==> src/rtl/tmr_pkg.sv <==
package tmr_pkg;
   // register word addresses
   localparam int ADR_RDY   = 0;
   localparam int ADR_KEY   = 1;
   localparam int ADR_CTRL  = 2;
   localparam int ADR_CNT   = 3;
   localparam int ADR_LOAD  = 4;
   localparam int ADR_MATCH = 5;
   localparam int ADR_TRIG  = 6;
   localparam int ADR_ISTAT = 7;
   localparam int ADR_IEN   = 8;

   // control word layout
   localparam int CTRL_W    = 13;
   localparam int B_START   = 0;
   localparam int B_AUTO    = 1;
   localparam int B_PRE_LO  = 2;
   localparam int B_PRE_HI  = 4;
   localparam int B_PRE_EN  = 5;
   localparam int B_CMP_EN  = 6;
   localparam int B_IDLE    = 7;
   localparam int B_SEL_LO  = 10;
   localparam int B_SEL_HI  = 11;
   localparam int B_TOGGLE  = 12;
   localparam int PRE_W     = B_PRE_HI - B_PRE_LO + 1;

   // interrupt sources
   localparam int IRQ_N     = 2;
   localparam int IRQ_MATCH = 0;
   localparam int IRQ_OVF   = 1;

   localparam int SOFT_KEY  = 6;

   typedef enum logic [1:0] {
      PWM_NONE  = 2'b00,
      PWM_OVF   = 2'b01,
      PWM_BOTH  = 2'b10,
      PWM_MATCH = 2'b11
   } pwm_sel_e;
endpackage

==> src/rtl/tmr_prescale.sv <==
module tmr_prescale #(
   parameter int PW = 3
) (
   input  logic          clk,
   input  logic          rst_n,
   input  logic          clr,
   input  logic          run,
   input  logic          pre_en,
   input  logic [PW-1:0] pre_val,
   output logic          tick
);
   localparam int DIV_W = 1 << PW;

   logic [DIV_W-1:0] div_q;
   logic [DIV_W-1:0] mask;

   generate
      if (PW < 1 || PW > 5) begin : g_bad_pw
         $error("tmr_prescale: PW out of range");
      end
   endgenerate

   always_comb begin
      mask = DIV_W'((64'd2 << pre_val) - 64'd1);
      tick = run & (~pre_en | ((div_q & mask) == mask));
   end

   always_ff @(posedge clk or negedge rst_n) begin
      if (!rst_n)          div_q <= '0;
      else if (clr || !run) div_q <= '0;
      else                 div_q <= div_q + 1'b1;
   end
endmodule

==> src/rtl/tmr_counter.sv <==
module tmr_counter #(
   parameter int CW = 32
) (
   input  logic          clk,
   input  logic          rst_n,
   input  logic          clr,
   input  logic          tick,
   input  logic          auto_rl,
   input  logic          cmp_en,
   input  logic [CW-1:0] load_val,
   input  logic [CW-1:0] match_val,
   input  logic          wr_cnt,
   input  logic [CW-1:0] wr_val,
   input  logic          trig,
   output logic [CW-1:0] cnt,
   output logic          ovf_evt,
   output logic          match_evt,
   output logic          stop_req
);
   logic [CW-1:0] cnt_q;
   logic [CW-1:0] step;
   logic          at_max;
   logic          adv;

   always_comb begin
      at_max    = &cnt_q;
      step      = cnt_q + 1'b1;
      adv       = tick & ~wr_cnt & ~trig;
      ovf_evt   = adv & at_max;
      match_evt = adv & cmp_en & ~at_max & (step == match_val);
      stop_req  = ovf_evt & ~auto_rl;
      cnt       = cnt_q;
   end

   always_ff @(posedge clk or negedge rst_n) begin
      if (!rst_n)       cnt_q <= '0;
      else if (clr)     cnt_q <= '0;
      else if (wr_cnt)  cnt_q <= wr_val;
      else if (trig)    cnt_q <= load_val;
      else if (adv) begin
         if (at_max) cnt_q <= auto_rl ? load_val : '0;
         else        cnt_q <= step;
      end
   end
endmodule

==> src/rtl/tmr_pwm.sv <==
module tmr_pwm
   import tmr_pkg::*;
(
   input  logic       clk,
   input  logic       rst_n,
   input  logic       clr,
   input  logic [1:0] sel,
   input  logic       toggle,
   input  logic       idle_lvl,
   input  logic       ovf_evt,
   input  logic       match_evt,
   output logic       pwm
);
   logic fire;
   logic flip_q;

   always_comb begin
      unique case (pwm_sel_e'(sel))
         PWM_NONE:  fire = 1'b0;
         PWM_OVF:   fire = ovf_evt;
         PWM_BOTH:  fire = ovf_evt | match_evt;
         PWM_MATCH: fire = match_evt;
         default:   fire = 1'b0;
      endcase
      pwm = idle_lvl ^ flip_q;
   end

   always_ff @(posedge clk or negedge rst_n) begin
      if (!rst_n)      flip_q <= 1'b0;
      else if (clr)    flip_q <= 1'b0;
      else if (toggle) flip_q <= flip_q ^ fire;
      else             flip_q <= fire;
   end
endmodule

==> src/rtl/tmr_softrst.sv <==
module tmr_softrst #(
   parameter int RST_CYCLES = 8
) (
   input  logic clk,
   input  logic rst_n,
   input  logic go,
   output logic busy
);
   localparam int SW = $clog2(RST_CYCLES + 1);

   logic [SW-1:0] n_q;

   always_ff @(posedge clk or negedge rst_n) begin
      if (!rst_n) begin
         busy <= 1'b0;
         n_q  <= '0;
      end else if (busy) begin
         if (n_q == SW'(RST_CYCLES - 1)) begin
            busy <= 1'b0;
            n_q  <= '0;
         end else begin
            n_q <= n_q + 1'b1;
         end
      end else if (go) begin
         busy <= 1'b1;
         n_q  <= '0;
      end
   end
endmodule

==> src/rtl/tmr_core.sv <==
module tmr_core
   import tmr_pkg::*;
#(
   parameter int CNT_W      = 32,
   parameter int ADDR_W     = 4,
   parameter int RST_CYCLES = 8
) (
   input  logic              clk,
   input  logic              rst_n,
   input  logic              wr_en,
   input  logic [ADDR_W-1:0] wr_addr,
   input  logic [CNT_W-1:0]  wr_data,
   input  logic [ADDR_W-1:0] rd_addr,
   output logic [CNT_W-1:0]  rd_data,
   output logic              irq,
   output logic              pwm_out
);
   generate
      if (CNT_W < 16 || CNT_W > 64) begin : g_bad_cw
         $error("tmr_core: CNT_W must be 16..64");
      end
      if (ADDR_W < 4) begin : g_bad_aw
         $error("tmr_core: ADDR_W must be at least 4");
      end
      if (RST_CYCLES < 1) begin : g_bad_rc
         $error("tmr_core: RST_CYCLES must be at least 1");
      end
   endgenerate

   logic [CTRL_W-1:0] ctrl_q;
   logic [CNT_W-1:0]  load_q;
   logic [CNT_W-1:0]  match_q;
   logic [IRQ_N-1:0]  ien_q;
   logic [IRQ_N-1:0]  ista_q;
   logic [IRQ_N-1:0]  evt;
   logic [CNT_W-1:0]  cnt;
   logic              tick, ovf_evt, match_evt, stop_req, busy;
   logic              wr_ok, soft_go;
   logic              wr_ctrl_hit, wr_cnt_hit, trig_hit, wr_load_hit;
   logic              wr_match_hit, wr_ien_hit, wr_ista_hit, wr_key_hit;

   always_comb begin
      wr_ok        = wr_en & ~busy;
      wr_key_hit   = wr_ok & (wr_addr == ADDR_W'(ADR_KEY));
      wr_ctrl_hit  = wr_ok & (wr_addr == ADDR_W'(ADR_CTRL));
      wr_cnt_hit   = wr_ok & (wr_addr == ADDR_W'(ADR_CNT));
      wr_load_hit  = wr_ok & (wr_addr == ADDR_W'(ADR_LOAD));
      wr_match_hit = wr_ok & (wr_addr == ADDR_W'(ADR_MATCH));
      trig_hit     = wr_ok & (wr_addr == ADDR_W'(ADR_TRIG));
      wr_ista_hit  = wr_ok & (wr_addr == ADDR_W'(ADR_ISTAT));
      wr_ien_hit   = wr_ok & (wr_addr == ADDR_W'(ADR_IEN));
      soft_go      = wr_key_hit & (wr_data == CNT_W'(SOFT_KEY));
   end

   tmr_softrst #(.RST_CYCLES(RST_CYCLES)) u_srst (
      .clk(clk), .rst_n(rst_n), .go(soft_go), .busy(busy)
   );

   tmr_prescale #(.PW(PRE_W)) u_pre (
      .clk(clk), .rst_n(rst_n), .clr(busy),
      .run(ctrl_q[B_START]), .pre_en(ctrl_q[B_PRE_EN]),
      .pre_val(ctrl_q[B_PRE_HI:B_PRE_LO]), .tick(tick)
   );

   tmr_counter #(.CW(CNT_W)) u_cnt (
      .clk(clk), .rst_n(rst_n), .clr(busy), .tick(tick),
      .auto_rl(ctrl_q[B_AUTO]), .cmp_en(ctrl_q[B_CMP_EN]),
      .load_val(load_q), .match_val(match_q),
      .wr_cnt(wr_cnt_hit), .wr_val(wr_data), .trig(trig_hit),
      .cnt(cnt), .ovf_evt(ovf_evt), .match_evt(match_evt),
      .stop_req(stop_req)
   );

   tmr_pwm u_pwm (
      .clk(clk), .rst_n(rst_n), .clr(busy),
      .sel(ctrl_q[B_SEL_HI:B_SEL_LO]), .toggle(ctrl_q[B_TOGGLE]),
      .idle_lvl(ctrl_q[B_IDLE]), .ovf_evt(ovf_evt),
      .match_evt(match_evt), .pwm(pwm_out)
   );

   always_ff @(posedge clk or negedge rst_n) begin
      if (!rst_n) begin
         ctrl_q  <= '0;
         load_q  <= '0;
         match_q <= '0;
         ien_q   <= '0;
      end else if (busy) begin
         ctrl_q  <= '0;
         load_q  <= '0;
         match_q <= '0;
         ien_q   <= '0;
      end else begin
         if (wr_ctrl_hit)   ctrl_q <= wr_data[CTRL_W-1:0];
         else if (stop_req) ctrl_q[B_START] <= 1'b0;
         if (wr_load_hit)   load_q  <= wr_data;
         if (wr_match_hit)  match_q <= wr_data;
         if (wr_ien_hit)    ien_q   <= wr_data[IRQ_N-1:0];
      end
   end

   always_comb begin
      evt            = '0;
      evt[IRQ_MATCH] = match_evt;
      evt[IRQ_OVF]   = ovf_evt;
   end

   generate
      for (genvar i = 0; i < IRQ_N; i++) begin : g_ista
         always_ff @(posedge clk or negedge rst_n) begin
            if (!rst_n)    ista_q[i] <= 1'b0;
            else if (busy) ista_q[i] <= 1'b0;
            else           ista_q[i] <= evt[i] |
                                        (ista_q[i] & ~(wr_ista_hit & wr_data[i]));
         end
      end
   endgenerate

   always_comb irq = |(ista_q & ien_q);

   always_comb begin
      rd_data = '0;
      case (rd_addr)
         ADDR_W'(ADR_RDY):   rd_data[0] = ~busy;
         ADDR_W'(ADR_CTRL):  rd_data[CTRL_W-1:0] = ctrl_q;
         ADDR_W'(ADR_CNT):   rd_data = cnt;
         ADDR_W'(ADR_LOAD):  rd_data = load_q;
         ADDR_W'(ADR_MATCH): rd_data = match_q;
         ADDR_W'(ADR_ISTAT): rd_data[IRQ_N-1:0] = ista_q;
         ADDR_W'(ADR_IEN):   rd_data[IRQ_N-1:0] = ien_q;
         default:            rd_data = '0;
      endcase
   end
endmodule

==> config.mk <==
export PLATFORM = sky130hd
export DESIGN_NAME = tmr_core
export DESIGN_NICKNAME = d
export VERILOG_FILES = /design/src/rtl/tmr_pkg.sv /design/src/rtl/tmr_prescale.sv /design/src/rtl/tmr_counter.sv /design/src/rtl/tmr_pwm.sv /design/src/rtl/tmr_softrst.sv /design/src/rtl/tmr_core.sv
export SDC_FILE = /design/constraint.sdc
export NUM_CORES = 1
export LEC_CHECK = 0
export BUFFER_PORTS_ARGS = -buffer_cell sky130_fd_sc_hd__buf_4
export CAP_MARGIN = 20
export CELL_PAD_IN_SITES_DETAIL_PLACEMENT = 2
export CELL_PAD_IN_SITES_GLOBAL_PLACEMENT = 2
export CORE_UTILIZATION = 39
export DETAILED_ROUTE_END_ITERATION = 16
export GPL_TIMING_DRIVEN = 0
export PLACE_DENSITY_LB_ADDON = 0.1
export SYNTH_ARGS = -nofsm -noshare
export SYNTH_HDL_FRONTEND = slang
export SYNTH_SLANG_ARGS = --single-unit
==> constraint.sdc <==
create_clock -name clk -period 6.5 [get_ports clk]
set_clock_uncertainty 0.15 [all_clocks]
set_input_delay 1.3 -clock clk [delete_from_list [all_inputs] [get_ports clk]]
set_output_delay 1.3 -clock clk [all_outputs]
set_load 0.1 [all_outputs]
==> results.ini, run 1 <==
[run_status]
status = complete, no violations

[worst_setup_path]
rr_worst_depth = 10
ff2ff_setup_slack_ps = 2330
crit_required_ps = 5050
crit_fanout = 10
r2r-end = ista_q[0]
worstSetupPathType = primary input to primary output
end_kind = primary output
cp-start-kind = primary input
worstSetupEndpoint = rd_data[11]
critPathArrivalTime_ps = 3970
r2r-start = u_cnt.cnt[1]
cp-startpoint = rd_addr[0]

[sta]
slew_viol_final = 0
fin_crit_ps = 5420
finalSetupViolations = 0
worst_pin_slew_ps = 1060
hold_viol = 0
rsz0062_at_grt = false
whs_ps = 359
setup_tns_ps = 0
max_slew_margin_pct = 28.9
clock.fmax_mhz = 184
period_share_pct = 83.4

[global_route]
antenna_found_initial = 1
grt_pass1_wl_um = 59600
grt_pass1_vias = 9781
grt_max_degree = 70
grtUsageTotal_pct = 36.5
overflow = 0

[yosys]
syn_inst = 1050
synth_area_mm2 = 0.00841
avgSynthCellArea_um2 = 8.01
synth_edf_count = 0
ys_ff_latch = 127
synth_seq_area_share_pct = 37.8
async_reset_ff_share_pct = 100
syn_nets = 1096
synth_cell_types = 73
yosys_warnings = 0
synth_flop_cell = dfrtp_1

[cells_and_area]
final_util_pct = 47.1
multi_input_comb_area_mm2 = 0.00466
finalInstanceArea_mm2 = 0.00993
final_cell_mix = nand2_1, nor2_1, dfrtp_1
n_antenna_cell = 0
nets = 1194
layout_commonest_cell = nand2_1
seqCellArea_mm2 = 0.00318
drive_gt1_share_pct = 13.4
areaGrowthSynthToFinish_pct = 18.1
fillers = 2371

[route]
drt-total-wl_um = 39100
ant_nets = 0
drc = 0
firstDrtPassIters = 8
dr.first_iter.drc_count = 702
routed_via_density = 6.35
wl_per_cell_um = 27.2
via_count = 9121

[floorplan]
row_count = 53
dieHeight_um = 149
die_w_um = 149
io_pins = 77
coreArea_mm2 = 0.0211
initial_core_util_pct = 39.9
die_area_mm2 = 0.0222

[placement]
dpl.hpwl_um = 27800
placed_area_mm2 = 0.00936
port_buffers = 75
gp_congestion = 0.949

[power_and_ir_drop]
vdd_ir_drop_max_v = 0.000146
total_power_mw = 3.63
power_frac_clock_pct = 26.7
power_frac_comb_pct = 39.6
p_sw_mw = 1.57
p_int_mw = 2.06
leakage_nw = 4.44
p_per_area_mw_per_mm2 = 365
p_sw_share_pct = 43.3
share_seq_of_total_power_pct = 33.7

[clocking]
post_cts_buffers = 0
cts_hold_buf = 0
cts_tree = yes
clock_sinks = 127
clockBufferDepth = 2
clockRootBuffer = clkbuf_16
clk_latency_ps = 440
path_clk_slew_ps = 70
numCtsBuffers = 17
cts_resized = 0
htreeDepth = 4

[job]
cap_viol_max_count = 0

[hold_path]
hold_path.class = flop to flop

[through the flow]
step	setup WS (ps)	cells
4_1_cts	1210	1435
3_5_place_dp	1220	1403
3_3_place_gp	909	1400
5_1_grt	1050	1436
6_report	1080	1436
2_1_floorplan	1130	1050
[flip-flops by register name (all words and copies together), names as in the netlist]
| name | count |
|---|---|
| u_cnt.cnt | 32 |
| ista_q | 2 |
| u_srst.busy | 1 |
| u_pwm.flip_q | 1 |
| ien_q | 2 |
| match_q | 32 |
| load_q | 32 |
| u_srst.n_q | 4 |
| ctrl_q | 13 |
| u_pre.div_q | 8 |
[per-layer routing]
layer	share of wire, %	global-route usage [%]
met1	41	46.1
met5	0.026	0
met4	4.3	16.7
met2	47	58.4
met3	7.5	9.24
[cells by family after synthesis]
kind of cell	count (synthesis)	share of synthesized area, %
AO/OA/AOI/OAI	232	18.4
XOR/XNOR	63	7.24
adder cells (fa/ha/maj)	3	0.446
buffers and inverters	121	6.86
flip-flops	127	37.8
multiplexers	18	2.17
AND/OR/NAND/NOR	486	27.1
[power groups by stage]
| stage | logic [mW] | clock network, mW | registers, mW |
|---|---|---|---|
| 2_1_floorplan | 1.02 | 0 | 1.13 |
| 3_3_place_gp | 1.32 | 0 | 1.20 |
| 3_5_place_dp | 1.38 | 0 | 1.22 |
| 4_1_cts | 1.42 | 0.969 | 1.21 |
| 5_1_grt | 1.54 | 1.00 | 1.24 |
| 6_report | 1.43 | 0.969 | 1.22 |
[worst max-delay path, cell delays in order]
cell      delay, ps
buf_4            80
clkbuf_1        310
nor4bb_1        540
buf_2           300
clkbuf_1        780
a222oi_1        200
nand2_1         150
buf_4           290
[cell usage after synthesis, drive strengths merged, types with 4 or more instances]
| cell type | instances | area [um^2] |
|---|---|---|
| and2 | 4 | 25.0 |
| a221oi | 20 | 175 |
| dfrtp | 127 | 3180 |
| nand2 | 187 | 702 |
| o21ai | 11 | 55.1 |
| xnor2 | 36 | 315 |
| nand4 | 20 | 161 |
| nand2b | 8 | 50.1 |
| nand3b | 4 | 30.0 |
| a22oi | 4 | 30.0 |
| nor3 | 45 | 225 |
| a21oi | 117 | 586 |
| and3 | 10 | 63.8 |
| a222oi | 30 | 300 |
| clkbuf | 64 | 268 |
| nor2 | 132 | 495 |
| xnor3 | 4 | 92.6 |
| mux2i | 16 | 160 |
| a31oi | 4 | 25.0 |
| and4 | 4 | 36.3 |
| nor4 | 20 | 168 |
| or2 | 4 | 25.0 |
| o31ai | 6 | 45.0 |
| nand3 | 29 | 145 |
| a211oi | 14 | 105 |
| xor2 | 23 | 201 |
| buf | 24 | 180 |
| inv | 32 | 120 |
| or4 | 6 | 46.3 |
[area by class of cell]
class	instances	share of cell area, %
timing repair buffer	79	6.16
clock inverter	14	1.37
inverter	32	1.21
sequential	127	32.0
clock buffer	18	4.32
buffer	89	4.60
multi-input combinational	802	46.9
tap	275	3.46
[worst min path at each step]
stage | from | end | slack [ps] | depth (start not counted)
floorplan | u_pre.div_q[0] | u_pre.div_q[0] | 300 | 1
global placement | u_pre.div_q[0] | u_pre.div_q[0] | 330 | 1
detailed placement | u_pre.div_q[0] | u_pre.div_q[0] | 350 | 1
CTS | u_pre.div_q[0] | u_pre.div_q[0] | 360 | 1
global route | u_pre.div_q[0] | u_pre.div_q[0] | 390 | 1
finish | u_pre.div_q[0] | u_pre.div_q[0] | 360 | 1
Power figures use the tool's default switching activity.
==> run 2: changes to the inputs <==
- CORE_UTILIZATION: 39 -> 33
- clock period: 6.5 -> 4.7 ns (I/O delays scaled with it)
==> results.ini, run 2 (synthesis gave the netlist of run 1 again) <==
[worst_setup_path]
end_kind = primary output
cp-start-kind = primary input
r2r-start = u_cnt.cnt[1]
worstSetupPathType = primary input to primary output
critPathArrivalTime_ps = 3450
crit_fanout = 10
cp-startpoint = rd_addr[0]
crit_required_ps = 3610

[route]
firstDrtPassIters = 9
via_count = 8789
ant_nets = 0
routed_via_density = 5.90
drt-total-wl_um = 38700
dr.first_iter.drc_count = 823
drc = 0
wl_per_cell_um = 26.0

[power_and_ir_drop]
p_per_area_mw_per_mm2 = 502
leakage_nw = 4.47
vdd_ir_drop_max_v = 0.000216
total_power_mw = 5.05

[sta]
slew_viol_final = 0
rsz0062_at_grt = false
max_slew_margin_pct = 29.7
fin_crit_ps = 4540
finalSetupViolations = 0
worst_pin_slew_ps = 1050
clock.fmax_mhz = 220
period_share_pct = 96.6
hold_viol = 0
fin_ws_ps = 159

[floorplan]
die_area_mm2 = 0.0261
io_pins = 77
initial_core_util_pct = 33.5
die_w_um = 162
dieHeight_um = 162
row_count = 58
coreArea_mm2 = 0.0251

[cells_and_area]
areaGrowthSynthToFinish_pct = 19.5
multi_input_comb_area_mm2 = 0.00466
fillers = 2943
nets = 1193
layout_commonest_cell = nand2_1
final_cell_mix = nand2_1, nor2_1, dfrtp_1
seqCellArea_mm2 = 0.00318
n_antenna_cell = 0
drive_gt1_share_pct = 13.4

[run_status]
status = complete, no violations

[clocking]
cts_tree = yes
clockBufferDepth = 2
clock_sinks = 127
post_cts_buffers = 0
numCtsBuffers = 17
clockRootBuffer = clkbuf_16
clk_latency_ps = 440
path_clk_slew_ps = 70
htreeDepth = 4

[placement]
port_buffers = 75
gp_congestion = 0.930
dp_slack_ps = -92.8
dpl.hpwl_um = 28500

[job]
cap_viol_max_count = 0

[global_route]
overflow = 0
antenna_found_initial = 2
grt_pass1_vias = 9205
grt_max_degree = 87
grt_pass1_wl_um = 58900
grtUsageTotal_pct = 30.6

[hold_path]
hold_path.class = primary input to asynchronous set/reset pin

-- run 2: cell types whose count changed in the layout (fill, tap and decap cells not counted), sizes merged --
cell      previous run  this run
inv                 35        37
clkinvlp             5         1
buf                103       102
bufinv               1         3
-- run 2: worst paths after layout --
check                                 end  slack, ps  cells after the start
max                           rd_data[26]        160                      7
min                             load_q[8]        280                      1
max reg2reg                     ista_q[0]        510                     12
min reg2reg                u_pre.div_q[0]        380                      1
max in group asynchronous   u_cnt.cnt[22]       3310                      2
min in group clk           u_pre.div_q[0]        380                      1
-- run 2: worst max-delay path, cell delays in order --
cell	delay, ps
buf_4	90
clkbuf_1	340
nor4bb_2	660
clkbuf_1	820
a222oi_1	200
inv_1	110
buf_4	290
-- run 2: report_power, final --
group | internal [mW] | switching, mW
clock | 0.846 | 0.590
sequential | 1.36 | 0.314
combinational | 0.743 | 1.19
-- run 2: routing by layer --
| metal | wire, um | GRT usage (%) | vias up | part of all wire, % |
|---|---|---|---|---|
| li1 | - | - | 3924 | - |
| met1 | 17700 | 41.5 | 4525 | 46 |
| met2 | 18200 | 49.7 | 281 | 47 |
| met3 | 1970 | 5.19 | 57 | 5.1 |
| met4 | 817 | 9.18 | 2 | 2.1 |
| met5 | 15 | 0 | - | 0.039 |
-- run 2: repair_timing --
item / CTS / global route
hold buffers: 0 / 0
gates resized for setup: 1 / 0
endpoints found under the hold margin: 0 / 0
setup endpoints to repair: 13 / 0
-- run 2: cell type report --
cell class / instances / area share (%)
Clock inverter: 14 / 1.81
Sequential cell: 127 / 31.6
Multi-Input combinational cell: 802 / 46.4
Inverter: 32 / 1.20
Buffer: 89 / 4.54
Tap cell: 330 / 4.11
Clock buffer: 18 / 4.27
Timing Repair Buffer: 78 / 6.07
-- run 2: stage by stage --
| step | TNS (ps) | util [%] | hold slack [ps] | cell area [um^2] | std cells |
|---|---|---|---|---|---|
| 3_5_place_dp | -651 | 37.6 | 383 | 9430 | 1458 |
| 4_1_cts | 0 | 40.0 | 286 | 10100 | 1490 |
| 3_3_place_gp | -1370 | 37.4 | 354 | 9390 | 1455 |
| 5_1_grt | 0 | 40.0 | 302 | 10100 | 1490 |
| 2_1_floorplan | 0 | - | 297 | 8410 | 1050 |
| 6_report | 0 | 40.0 | 278 | 10100 | 1490 |
